`src/rtl/dchain_pkg.sv`:
```
package dchain_pkg;
  typedef enum logic [1:0] {
    ST_IDLE,
    ST_SHIFT,
    ST_TRAIL,
    ST_GAP
  } dc_state_t;
endpackage

```
`src/rtl/dchain_word_mux.sv`:
```
module dchain_word_mux #(
  parameter int unsigned N_DEV   = 4,
  parameter int unsigned WORD_W  = 32,
  parameter int unsigned CMD_LSB = 20,
  parameter logic [3:0]  NOP_CMD = 4'hF
) (
  input  logic [N_DEV*WORD_W-1:0] word_in,
  input  logic [N_DEV-1:0]        valid,
  output logic [N_DEV*WORD_W-1:0] stream
);
  localparam logic [WORD_W-1:0] NOP_WORD =
    {{(WORD_W-4){1'b0}}, NOP_CMD} << CMD_LSB;

  // slot k stays at bits k*WORD_W; MSB-first shifting sends the far device first
  for (genvar g = 0; g < N_DEV; g++) begin : g_slot
    assign stream[g*WORD_W +: WORD_W] = valid[g] ? word_in[g*WORD_W +: WORD_W] : NOP_WORD;
  end
endmodule

```
`src/rtl/dchain_timer.sv`:
```
module dchain_timer #(
  parameter int unsigned CNT_W = 11
) (
  input  logic             clk,
  input  logic             rst,
  input  logic             run,
  input  logic [CNT_W-1:0] limit,
  output logic             tick
);
  logic [CNT_W-1:0] cnt;

  assign tick = run && (cnt == limit);

  always_ff @(posedge clk) begin
    if (rst || !run || tick) cnt <= '0;
    else                     cnt <= cnt + CNT_W'(1);
  end
endmodule

```
`src/rtl/dchain_fsm.sv`:
```
module dchain_fsm
  import dchain_pkg::*;
#(
  parameter int unsigned NBITS = 128,
  parameter int unsigned DIV_W = 8,
  parameter int unsigned CNT_W = DIV_W + 3,
  parameter int unsigned BIT_W = $clog2(NBITS)
) (
  input  logic             clk,
  input  logic             rst,
  input  logic             start,
  input  logic [DIV_W-1:0] div_half,
  input  logic             tick,
  output logic             run,
  output logic [CNT_W-1:0] limit,
  output logic             load,
  output logic             rise_ev,
  output logic             fall_ev,
  output logic             done,
  output logic             sck,
  output logic             cs_ld,
  output logic             busy
);
  dc_state_t        state;
  logic [DIV_W-1:0] half_q;
  logic [BIT_W-1:0] bit_cnt;
  logic [CNT_W-1:0] hp1;
  logic             last;

  assign hp1     = CNT_W'(half_q) + CNT_W'(1);
  assign limit   = (state == ST_GAP) ? ((hp1 << 2) - CNT_W'(1)) : CNT_W'(half_q);
  assign run     = (state != ST_IDLE);
  assign load    = (state == ST_IDLE) && start;
  assign rise_ev = (state == ST_SHIFT) && tick && !sck;
  assign fall_ev = (state == ST_SHIFT) && tick && sck;
  assign done    = (state == ST_TRAIL) && tick;
  assign last    = (bit_cnt == BIT_W'(NBITS - 1));

  always_ff @(posedge clk) begin
    if (rst) begin
      state   <= ST_IDLE;
      sck     <= 1'b0;
      cs_ld   <= 1'b1;
      busy    <= 1'b0;
      half_q  <= '0;
      bit_cnt <= '0;
    end else begin
      case (state)
        ST_IDLE: begin
          if (start) begin
            state   <= ST_SHIFT;
            cs_ld   <= 1'b0;
            busy    <= 1'b1;
            half_q  <= div_half;
            bit_cnt <= '0;
          end
        end
        ST_SHIFT: begin
          if (tick) begin
            if (!sck) begin
              sck <= 1'b1;
            end else begin
              sck <= 1'b0;
              if (last) state   <= ST_TRAIL;
              else      bit_cnt <= bit_cnt + BIT_W'(1);
            end
          end
        end
        ST_TRAIL: begin
          if (tick) begin
            state <= ST_GAP;
            cs_ld <= 1'b1;
            busy  <= 1'b0;
          end
        end
        ST_GAP: begin
          if (tick) state <= ST_IDLE;
        end
        default: state <= ST_IDLE;
      endcase
    end
  end
endmodule

```
`src/rtl/dchain_datapath.sv`:
```
module dchain_datapath #(
  parameter int unsigned NBITS = 128
) (
  input  logic             clk,
  input  logic             rst,
  input  logic             load,
  input  logic [NBITS-1:0] stream,
  input  logic             rise_ev,
  input  logic             fall_ev,
  input  logic             done,
  input  logic             sdo,
  output logic             sdi,
  output logic [NBITS-1:0] rd_word,
  output logic             rd_valid
);
  logic [NBITS-1:0] tx_sr;
  logic [NBITS-1:0] rx_sr;

  always_ff @(posedge clk) begin
    if (rst) begin
      tx_sr    <= '0;
      rx_sr    <= '0;
      sdi      <= 1'b0;
      rd_word  <= '0;
      rd_valid <= 1'b0;
    end else begin
      rd_valid <= done;
      if (load) begin
        sdi   <= stream[NBITS-1];
        tx_sr <= {stream[NBITS-2:0], 1'b0};
      end else if (fall_ev) begin
        sdi   <= tx_sr[NBITS-1];
        tx_sr <= {tx_sr[NBITS-2:0], 1'b0};
      end
      if (rise_ev) rx_sr   <= {rx_sr[NBITS-2:0], sdo};
      if (done)    rd_word <= rx_sr;
    end
  end
endmodule

```
`src/rtl/dchain_host.sv`:
```
module dchain_host #(
  parameter int unsigned N_DEV   = 4,
  parameter int unsigned WORD_W  = 32,
  parameter int unsigned DIV_W   = 8,
  parameter int unsigned CMD_LSB = 20,
  parameter logic [3:0]  NOP_CMD = 4'hF
) (
  input  logic                    clk,
  input  logic                    rst,
  input  logic                    start,
  input  logic [DIV_W-1:0]        div_half,
  input  logic [N_DEV*WORD_W-1:0] dev_word,
  input  logic [N_DEV-1:0]        dev_valid,
  input  logic                    sdo,
  output logic                    sck,
  output logic                    sdi,
  output logic                    cs_ld,
  output logic                    busy,
  output logic [N_DEV*WORD_W-1:0] rd_word,
  output logic                    rd_valid
);
  localparam int unsigned NBITS = N_DEV * WORD_W;
  localparam int unsigned CNT_W = DIV_W + 3;

  logic [NBITS-1:0] stream;
  logic             run, tick, load, rise_ev, fall_ev, done;
  logic [CNT_W-1:0] limit;

  dchain_word_mux #(
    .N_DEV(N_DEV), .WORD_W(WORD_W), .CMD_LSB(CMD_LSB), .NOP_CMD(NOP_CMD)
  ) u_mux (
    .word_in(dev_word), .valid(dev_valid), .stream(stream)
  );

  dchain_timer #(.CNT_W(CNT_W)) u_timer (
    .clk(clk), .rst(rst), .run(run), .limit(limit), .tick(tick)
  );

  dchain_fsm #(.NBITS(NBITS), .DIV_W(DIV_W), .CNT_W(CNT_W)) u_fsm (
    .clk(clk), .rst(rst), .start(start), .div_half(div_half), .tick(tick),
    .run(run), .limit(limit), .load(load), .rise_ev(rise_ev),
    .fall_ev(fall_ev), .done(done), .sck(sck), .cs_ld(cs_ld), .busy(busy)
  );

  dchain_datapath #(.NBITS(NBITS)) u_dp (
    .clk(clk), .rst(rst), .load(load), .stream(stream), .rise_ev(rise_ev),
    .fall_ev(fall_ev), .done(done), .sdo(sdo), .sdi(sdi),
    .rd_word(rd_word), .rd_valid(rd_valid)
  );
endmodule

```
`config.mk`:
```
export PLATFORM = sky130hd
export DESIGN_NAME = dchain_host
export DESIGN_NICKNAME = d
export VERILOG_FILES = /design/src/rtl/dchain_pkg.sv /design/src/rtl/dchain_word_mux.sv /design/src/rtl/dchain_timer.sv /design/src/rtl/dchain_fsm.sv /design/src/rtl/dchain_datapath.sv /design/src/rtl/dchain_host.sv
export SDC_FILE = /design/constraint.sdc
export NUM_CORES = 1
export LEC_CHECK = 0
export BUFFER_PORTS_ARGS = -buffer_cell sky130_fd_sc_hd__buf_4
export CAP_MARGIN = 25
export CORE_MARGIN = 4
export CORE_UTILIZATION = 30
export DETAILED_ROUTE_END_ITERATION = 16
export SYNTH_ARGS = -nofsm -noshare
export SYNTH_HDL_FRONTEND = slang
export SYNTH_SLANG_ARGS = --single-unit
```
`constraint.sdc`:
```
create_clock -name clk -period 6.25 [get_ports clk]
set_input_delay 0 -clock clk [delete_from_list [all_inputs] [get_ports clk]]
set_output_delay 0 -clock clk [all_outputs]
set_load 0.05 [all_outputs]
```
## Yosys cells after proc, flatten, opt, wreduce, memory -nomap -nowiden

Index checks and enable logic that the tools add are counted.

| storage, ports and cells | value |
|---|---|
| bits of input ports | 144 |
| bits in registers | 416 |
| output and inout bits | 133 |
| logic and storage cells | 76 |

| operators by class | value |
|---|---|
| eq/ne operators | 12 |
| add/subtract/negate cells | 4 |
| multiplexer cells | 28 |
| reductions and logical operators | 20 |

Operators by type and width:

| operator | number |
|---|---|
| 128-bit 2-to-1 mux | 2 |
| 32-bit 2-to-1 mux | 4 |
| 7-bit 2-to-1 mux | 4 |
| 7-bit case mux with 2 select lines | 1 |
| 2-bit 2-to-1 mux | 6 |
| 11-bit by 1-bit adder with 11-bit output, second input constant | 1 |
| 11-bit equality test | 1 |
| 11-bit 2-to-1 mux | 1 |
| 11-bit by 1-bit subtractor with 11-bit output, second input constant | 1 |
| 2-bit by 1-bit inequality test with 1-bit output, second input constant | 5 |
| 8-bit by 1-bit adder with 9-bit output, second input constant | 1 |
| 2-bit case mux with 4 select lines | 1 |
| 2-bit nonzero test | 4 |
| 7-bit by 1-bit adder with 7-bit output, second input constant | 1 |
| 7-bit equality test, second input constant | 1 |
| 1-bit 2-to-1 mux | 7 |
| 1-bit logical AND | 6 |
| 6-bit AND reduction | 1 |
| 5-bit AND reduction | 1 |
| 2-bit equality test, second input constant | 2 |
| 2-bit inequality test, second input constant | 2 |
| 1-bit case mux with 2 select lines | 2 |
| 2-bit AND reduction | 2 |
| 3-bit AND reduction | 1 |
| 4 further kinds | 6 |

## Longest topological paths before layout

Gate-level depths: netlist of the first run.

| depth | value |
|---|---|
| depth after elaboration | 9 |
| gate-level depth with buffers | 13 |

## Cells and area by module

From an unflattened synthesis of the first run, not the netlist that was laid out.

| unflattened totals | value |
|---|---|
| cell total of the unflattened synthesis | 1,784 |
| area total of the unflattened synthesis | 17,973.5 µm² |

Modules (own cells, without submodules):

| module | cells an instance | sequential area each (µm²) | area an instance (µm²) | times used |
|---|---|---|---|---|
| dchain_datapath | 1,396 | 7,707.4 | 15,112.0 | 1 |
| dchain_fsm | 181 | 400.4 | 1,397.6 | 1 |
| dchain_word_mux | 140 | 0.0 | 865.8 | 1 |
| dchain_timer | 67 | 220.2 | 598.1 | 1 |

## Worst setup path after synthesis of the first run

Ideal clock, no wire load.

| timing | value |
|---|---|
| kind | reg-to-reg |
| start point | register u_fsm.half_q[0] |
| end point | register u_dp.tx_sr[100] |
| path slack | 3.107 ns |
| required time | 6.164 ns |
| arrival time | 3.057 ns |
| stages on the path, launching flop included | 12 |
| setup time | 0.086 ns |
| cell sequence | dfxtp_1 ha_1 nor3b_1 a21oi_1 a211oi_2 a21oi_1 o41ai_2 o21ai_2 buf_2 buf_2 o41a_1 a211oi_1 |

| between the ends | value |
|---|---|
| longest elaborated chain between the ends | 8 |

RTL lines:

| element | RTL line | text |
|---|---|---|
| start: declaration | dchain_fsm.sv:25 | `logic [DIV_W-1:0] half_q;` |
| start signal: assignment | dchain_fsm.sv:54 | `half_q <= div_half;` |
| 8-bit by 1-bit adder with 9-bit output | dchain_fsm.sv:30 | `assign hp1 = CNT_W'(half_q) + CNT_W'(1);` |
| 11-bit by 1-bit subtractor with 11-bit output | dchain_fsm.sv:31 | `assign limit = (state == ST_GAP) ? ((hp1 << 2) - CNT_W'(1)) : CNT_W'(half_q);` |
| 11-bit 2-to-1 mux (*) | dchain_fsm.sv:31 |  |
| 11-bit equality test (*) | dchain_timer.sv:12 | `assign tick = run && (cnt == limit);` |
| 1-bit logical AND (*) | dchain_timer.sv:12 |  |
| 1-bit logical AND (*) (2 in a row) | dchain_fsm.sv:35 | `assign fall_ev = (state == ST_SHIFT) && tick && sck;` |
| 2-bit nonzero test (no line) (*) | - |  |
| end signal: assignment | dchain_datapath.sv:30 | `tx_sr <= {stream[NBITS-2:0], 1'b0};` |
| end signal: assignment | dchain_datapath.sv:33 | `tx_sr <= {tx_sr[NBITS-2:0], 1'b0};` |
| end: declaration | dchain_datapath.sv:16 | `logic [NBITS-1:0] tx_sr;` |

Mark *: on every way between the ends. The rest lies on a longest branch, timed or not.
A chain may end at the register's enable or synchronous reset.

## Final worst setup path of the first run

| timing | value |
|---|---|
| start point | register u_fsm.half_q[0] |
| end point | register u_dp.tx_sr[1] |

Same word-level chain as after synthesis.

==> flow_summary_export.csv, run 1 <==
group,metric,value,unit
timing,period_share,76.7,%
global_routing,track_usage,17.6,%
worst_setup_path,worstPathArrival,5320,ps
timing,max_clock_freq,209,MHz
power,vdd_drop_max,350,uV
route,ant_nets,0,
global_routing,grt_pass1_wl,107,mm
cts,clk_pin_slew,60,ps
power,p_switching,0.00340,W
outcome,failed_checks,"hold timing",
cts,post_cts_resized,0,
yosys,synth-edff-count,0,
yosys,synth_area,0.0203,mm^2
worst_setup_path,path_max_fanout,46,
global_routing,overflow,0,
yosys,yosys-top-cells-area,"dfxtp_1 41%, a21oi_1 9.5%, o41a_1 6.2%, o41ai_1 5.5%, clkbuf_1 5.2%",
yosys,yosys.area.top_type_share,41.1,%
timing,setup_violations,0,
worst_setup_path,path_class,"flip-flop to flip-flop",
timing,clock-skew-final,37.2,ps
power,pwr-share-clk,31.5,%
place,io_buffers,276,
finish,layout_common_cells,"415 x dfxtp_1, 385 x a21oi_1, 285 x buf_4",
route,viasPerCell,5.85,
worst_setup_path,crit_path_start_kind,"flip-flop",
cts,cts_tree,"done",
timing,rsz0062_at_grt,"no",
floorplanning,dieHeight,268,um
global_routing,grt_pass1_vias,19916,
yosys,async_flop_share,0,%
finish,finalInstanceArea,0.0266,mm^2
cts,clock-sinks,416,
cts,clk_path_buf_depth,3,
floorplanning,start_util,30.2,%
yosys,synth_cell_types,67,
route,drc_errors,0,
worst_setup_path,slowest_delay,810,ps
place,place_congestion,0.795,
run,maxCapViolCount,0,
worst_setup_path,crit_chain,"ha_1, nand4_4, or3_4, a2111oi_4, xnor2_1, o41ai_4, a211oi_4, buf_4, o211ai_1, a21oi_1, dlygate4sd3_1",
power,combPwrFrac,34.3,%
timing,hold_violations,1,
outcome,status,"finished with violations",
floorplanning,row_count,95,
global_routing,grt_antenna_before_repair,8,
power,pwr-share-seq,34.2,%
cts,cts_hold_buf,251,
worst_setup_path,critPathCaptureType,"flip-flop",
yosys,syn-instance-count,2424,
worst_setup_path,cp_num_buf_inv,2,
timing,relSlewSlack,21.3,%
worst_setup_path,crit_slowest_cell,"a211oi_4",
power,powerDensity,340,mW/mm^2
finish,nNetsFinal,2821,
power,p_sw_share,37.6,%
route,drt-wirelength-per-cell,19.0,um
finish,drive_above_1_share,14.9,%
yosys,syn_area_per_cell,8.36,um^2
place,place_area,0.0224,mm^2
cts,postCtsSetupRepairBufs,0,
cts,htreeDepth,2,
finish,synthToLayoutAreaGrowth,31.2,%
cts,root_buffer,"clkbuf_16",
finish,final_common_cell,"dfxtp_1",
yosys,synth_ff_type,"dfxtp_1",
hold_path,holdCritPathClass,"input pin to flip-flop",
yosys,synth_seq_cells,416,
timing,worst_slew_pin_slew,1180,ps
floorplanning,core_area,0.0670,mm^2
yosys,syn_nets,2576,
yosys,synth_top_area_cell,"dfxtp_1",
route,dr.pass1.iters,5,
yosys,ys_warn_count,0,
floorplanning,chipWidth,268,um
floorplanning,die_area,0.0718,mm^2
timing,holdWs,-0.224,ps
power,internal-power,0.00565,W
place,dp_hpwl,35.9,mm
cts,cts_made_buffers,49,
worst_setup_path,crit_family,"compound AO/OA/AOI/OAI gates",
timing,finalSetupTns,0,ps
finish,fillers,6654,
route,dr_total_vias,20970,
yosys,ys_seq_area_share,41.1,%
route,drtIter0Drc,2305,
worst_setup_path,cp_data_required_time,6770,ps
floorplanning,io_pins,277,
power,p_leak,8.63,nW
cts,clock_latency,590,ps
timing,slew_violations,0,
timing,finalCriticalPeriod,4790,ps
global_routing,grt_max_degree,233,
route,totalWireLength,68.0,mm
[per-layer routing]
| layer | share of wire, % | vias to the layer above | global-route usage (%) |
|---|---|---|---|
| li1 | - | 9904 | - |
| met1 | 45 | 10251 | 24.3 |
| met2 | 47 | 671 | 28.0 |
| met3 | 5.4 | 140 | 2.77 |
| met4 | 3.1 | 4 | 6.36 |
| met5 | 0.031 | - | 0 |
[power by group through the flow]
| stage | Sequential [W] | Clock, W | Combinational [W] |
|---|---|---|---|
| finish | 0.00310 | 0.00285 | 0.00310 |
| global placement | 0.00314 | 0 | 0.00256 |
| detailed placement | 0.00314 | 0 | 0.00263 |
| global route | 0.00312 | 0.00304 | 0.00336 |
| floorplan | 0.00309 | 0 | 0.00203 |
| CTS | 0.00309 | 0.00293 | 0.00303 |
[area by class of cell]
class / count / area, um^2 / share of cell area, %
clock inverters: 20 / 241 / 0.908
diodes: 6 / 15.0 / 0.0565
inverters: 13 / 58.8 / 0.221
well taps: 873 / 1090 / 4.11
flip-flops and latches: 416 / 8330 / 31.3
multi-input cells: 1638 / 10500 / 39.6
clock buffers: 67 / 1350 / 5.09
repair buffers: 551 / 4960 / 18.7
[per-stage QoR]
| step | hold slack [ps] | utilization, % | cells | power (W) | setup WS [ps] |
|---|---|---|---|---|---|
| 2_1_floorplan | 136 | - | 2424 | 0.00512 | 3110 |
| 3_3_place_gp | 259 | 33.4 | 3237 | 0.00569 | 1900 |
| 3_5_place_dp | 257 | 33.4 | 3238 | 0.00578 | 1620 |
| 4_1_cts | 0.656 | 39.6 | 3576 | 0.00904 | 1510 |
| 5_1_grt | 23.6 | 39.7 | 3584 | 0.00952 | 1190 |
| 6_report | -0.224 | 39.7 | 3584 | 0.00905 | 1460 |
[worst paths after layout]
kind / slack [ps] / end / start / cells after the start
max reg2reg: 1460 / u_dp.tx_sr[1] / u_fsm.half_q[0] / 11
min reg2reg: 460 / u_dp.rd_word[48] / u_dp.rx_sr[48] / 2
min: -0.2 / u_dp.sdi / rst / 2
max: 1460 / u_dp.tx_sr[1] / u_fsm.half_q[0] / 11
[registers in the layout (all words and copies together), names as in the netlist, 2 cells and up]
signal	count
u_dp.rd_word	128
u_dp.rx_sr	128
u_dp.tx_sr	127
u_fsm.bit_cnt	7
u_fsm.half_q	8
u_fsm.state	2
u_timer.cnt	11
[cells by family after synthesis]
logic type               count (synthesis)  synth area share, %
flip-flops                             416                 41.1
AND/OR/NAND/NOR                        528                 13.4
adder cells (fa/ha/maj)                  8                0.494
buffers and inverters                  370                 7.32
multiplexers                             6                0.296
AO/OA/AOI/OAI                         1071                 36.2
XOR/XNOR                                25                 1.15
[cells in the mapped netlist, types with 3 or more instances]
| cell | number |
|---|---|
| dfxtp_1 | 416 |
| a21oi_1 | 385 |
| clkbuf_1 | 280 |
| nand2_1 | 162 |
| o21ai_0 | 151 |
| nand3_1 | 147 |
| nand4_1 | 130 |
| o31ai_1 | 128 |
| o41ai_1 | 128 |
| a211oi_1 | 111 |
| o41a_1 | 111 |
| buf_2 | 62 |
| nor2_1 | 26 |
| a31oi_1 | 19 |
| or4_1 | 17 |
| xnor2_1 | 16 |
| inv_1 | 12 |
| buf_1 | 11 |
| nor3_1 | 9 |
| ha_1 | 8 |
| xor2_1 | 8 |
| and3_1 | 7 |
| mux2i_1 | 6 |
| nor4_1 | 5 |
| o211ai_1 | 5 |
| nand2b_1 | 4 |
| a211o_1 | 3 |
| a32oi_1 | 3 |
| and2_1 | 3 |
| buf_4 | 3 |
| or3_1 | 3 |
(Power assumes the default switching activity.)
==> inputs of run 2 (changes only) <==
==> constraint.sdc (replaced) <==
create_clock -name clk -period 4.2 [get_ports clk]
set_input_delay 0 -clock clk [delete_from_list [all_inputs] [get_ports clk]]
set_output_delay 0 -clock clk [all_outputs]
set_load 0.05 [all_outputs]
==> flow_summary_export.csv, run 2 (synthesis gave the netlist of run 1 again) <==
group,metric,value,unit
finish,reg_top3,"u_dp.rd_word x128, u_dp.rx_sr x128, u_dp.tx_sr x127",
power,pwr-share-seq,33.8,%
worst_setup_path,path_max_fanout,101,
timing,rsz0062_at_grt,"yes",
worst_setup_path,crit_chain,"ha_1, buf_4, nor3_2, a41o_1, and2_1, a32oi_1, o41ai_2, o21ai_4, buf_12, o41a_1, a211oi_1, dlygate4sd3_1",
finish,final_common_cell,"dfxtp_1",
place,io_buffers,276,
global_routing,overflow,0,
power,combPwrFrac,35.8,%
power,pwr-share-clk,30.4,%
place,dp_hpwl,38.0,mm
route,totalWireLength,68.2,mm
cts,clock-sinks,416,
floorplanning,chipWidth,268,um
finish,synthToLayoutAreaGrowth,34.4,%
cts,htreeDepth,2,
worst_setup_path,slowest_delay,580,ps
timing,max_clock_freq,246,MHz
worst_setup_path,crit_slowest_cell,"dlygate4sd3_1",
timing,worst_slew_pin_slew,931,ps
timing,hold_violations,0,
timing,finalCriticalPeriod,4070,ps
global_routing,grt_max_degree,158,
floorplanning,row_count,95,
power,p_leak,9.00,nW
route,dr.pass1.iters,7,
floorplanning,start_util,30.2,%
route,ant_nets,0,
run,maxCapViolCount,0,
timing,finalSetupTns,0,ps
route,drtIter0Drc,2220,
worst_setup_path,critPathCaptureType,"flip-flop",
route,viasPerCell,5.82,
power,internal-power,0.00852,W
floorplanning,dieHeight,268,um
power,p_sw_share,37.4,%
finish,seq_area,0.00833,mm^2
outcome,status,"completed",
finish,multi_input_area,0.0105,mm^2
cts,cts_tree,"done",
cts,clock_latency,600,ps
timing,slew_violations,0,
place,place_congestion,0.809,
floorplanning,core_area,0.0670,mm^2
route,drt-wirelength-per-cell,18.7,um
power,power.total,0.0136,W
power,p_switching,0.00509,W
cts,clk_path_buf_depth,3,
cts,cts_made_buffers,48,
cts,clk_pin_slew,60,ps
cts,root_buffer,"clkbuf_16",
power,vdd_drop_max,523,uV
worst_setup_path,crit_family,"compound AO/OA/AOI/OAI gates",
route,drc_errors,0,
global_routing,track_usage,17.8,%
finish,fillers,6618,
global_routing,grt_pass1_wl,108,mm
global_routing,grt_antenna_before_repair,5,
worst_setup_path,path_class,"flip-flop to flip-flop",
worst_setup_path,cp_data_required_time,4730,ps
timing,clock-skew-final,30.1,ps
finish,layout_common_cells,"413 x dfxtp_1, 385 x a21oi_1, 312 x buf_4",
hold_path,holdCritPathClass,"input pin to flip-flop",
route,dr_total_vias,21197,
worst_setup_path,cp_num_buf_inv,3,
timing,setup_violations,0,
finish,nNetsFinal,2883,
timing,relSlewSlack,37.9,%
floorplanning,io_pins,277,
worst_setup_path,worstPathArrival,4590,ps
global_routing,grt_pass1_vias,20473,
floorplanning,die_area,0.0718,mm^2
worst_setup_path,crit_path_start_kind,"flip-flop",
timing,period_share,96.9,%
power,powerDensity,499,mW/mm^2
finish,drive_above_1_share,16.0,%
==> run 2: repair_timing <==
action	in CTS	in global routing
setup buffers	0	2
hold buffers	273	0
endpoints found under the setup margin	0	15
gates resized for setup	0	3
endpoints found under the hold margin	145	0
==> run 2: routing by layer <==
metal	vias up	wire length, um	global-route usage (%)
met2	673	32200	28.8
met5	-	21	0
met1	10306	29700	23.6
met4	4	2680	7.71
met3	180	3660	3.07
li1	10034	-	-
==> run 2: worst min-delay path, stage by stage <==
cell,delay (ps)
buf_4,210
nand2_1,140
o21ai_0,110
a31oi_1,140
==> run 2: power groups by stage <==
| stage | logic (W) | clock network (W) | registers (W) |
|---|---|---|---|
| 3_3_place_gp | 0.00402 | 0 | 0.00466 |
| 3_5_place_dp | 0.00411 | 0 | 0.00467 |
| 6_report | 0.00487 | 0.00413 | 0.00460 |
| 5_1_grt | 0.00525 | 0.00440 | 0.00464 |
| 4_1_cts | 0.00475 | 0.00424 | 0.00459 |
| 2_1_floorplan | 0.00302 | 0 | 0.00460 |
==> run 2: path summary, 6_finish.rpt <==
kind | from | endpoint | cells after the start | slack, ps
max | u_fsm.half_q[0] | u_dp.tx_sr[121] | 12 | 130
min reg2reg | u_dp.rx_sr[0] | u_dp.rx_sr[1] | 2 | 460
max reg2reg | u_fsm.half_q[0] | u_dp.tx_sr[121] | 12 | 130
min | dev_valid[2] | u_dp.tx_sr[88] | 4 | 60
==> run 2: final cells by class <==
type                            instances  share of cell area (%)
Multi-Input combinational cell       1638                    38.7
Sequential cell                       416                    30.6
Timing Repair Buffer                  614                    20.8
Clock buffer                           74                    5.17
Tap cell                              873                    4.01
Clock inverter                         13                   0.574
Inverter                               13                   0.216
Antenna cell                            3                  0.0275
==> run 2: through the flow <==
| step | cells | setup slack [ps] | util, % | hold slack (ps) | area, um^2 |
|---|---|---|---|---|---|
| global route | 3644 | -23.0 | 40.7 | 83.7 | 27300 |
| CTS | 3636 | 21.1 | 40.5 | 11.2 | 27200 |
| finish | 3644 | 132 | 40.7 | 61.6 | 27300 |
| detailed placement | 3276 | 358 | 34.1 | 264 | 22900 |
| floorplan | 2424 | 1060 | - | 136 | 20300 |
| global placement | 3276 | 505 | 34.1 | 259 | 22900 |
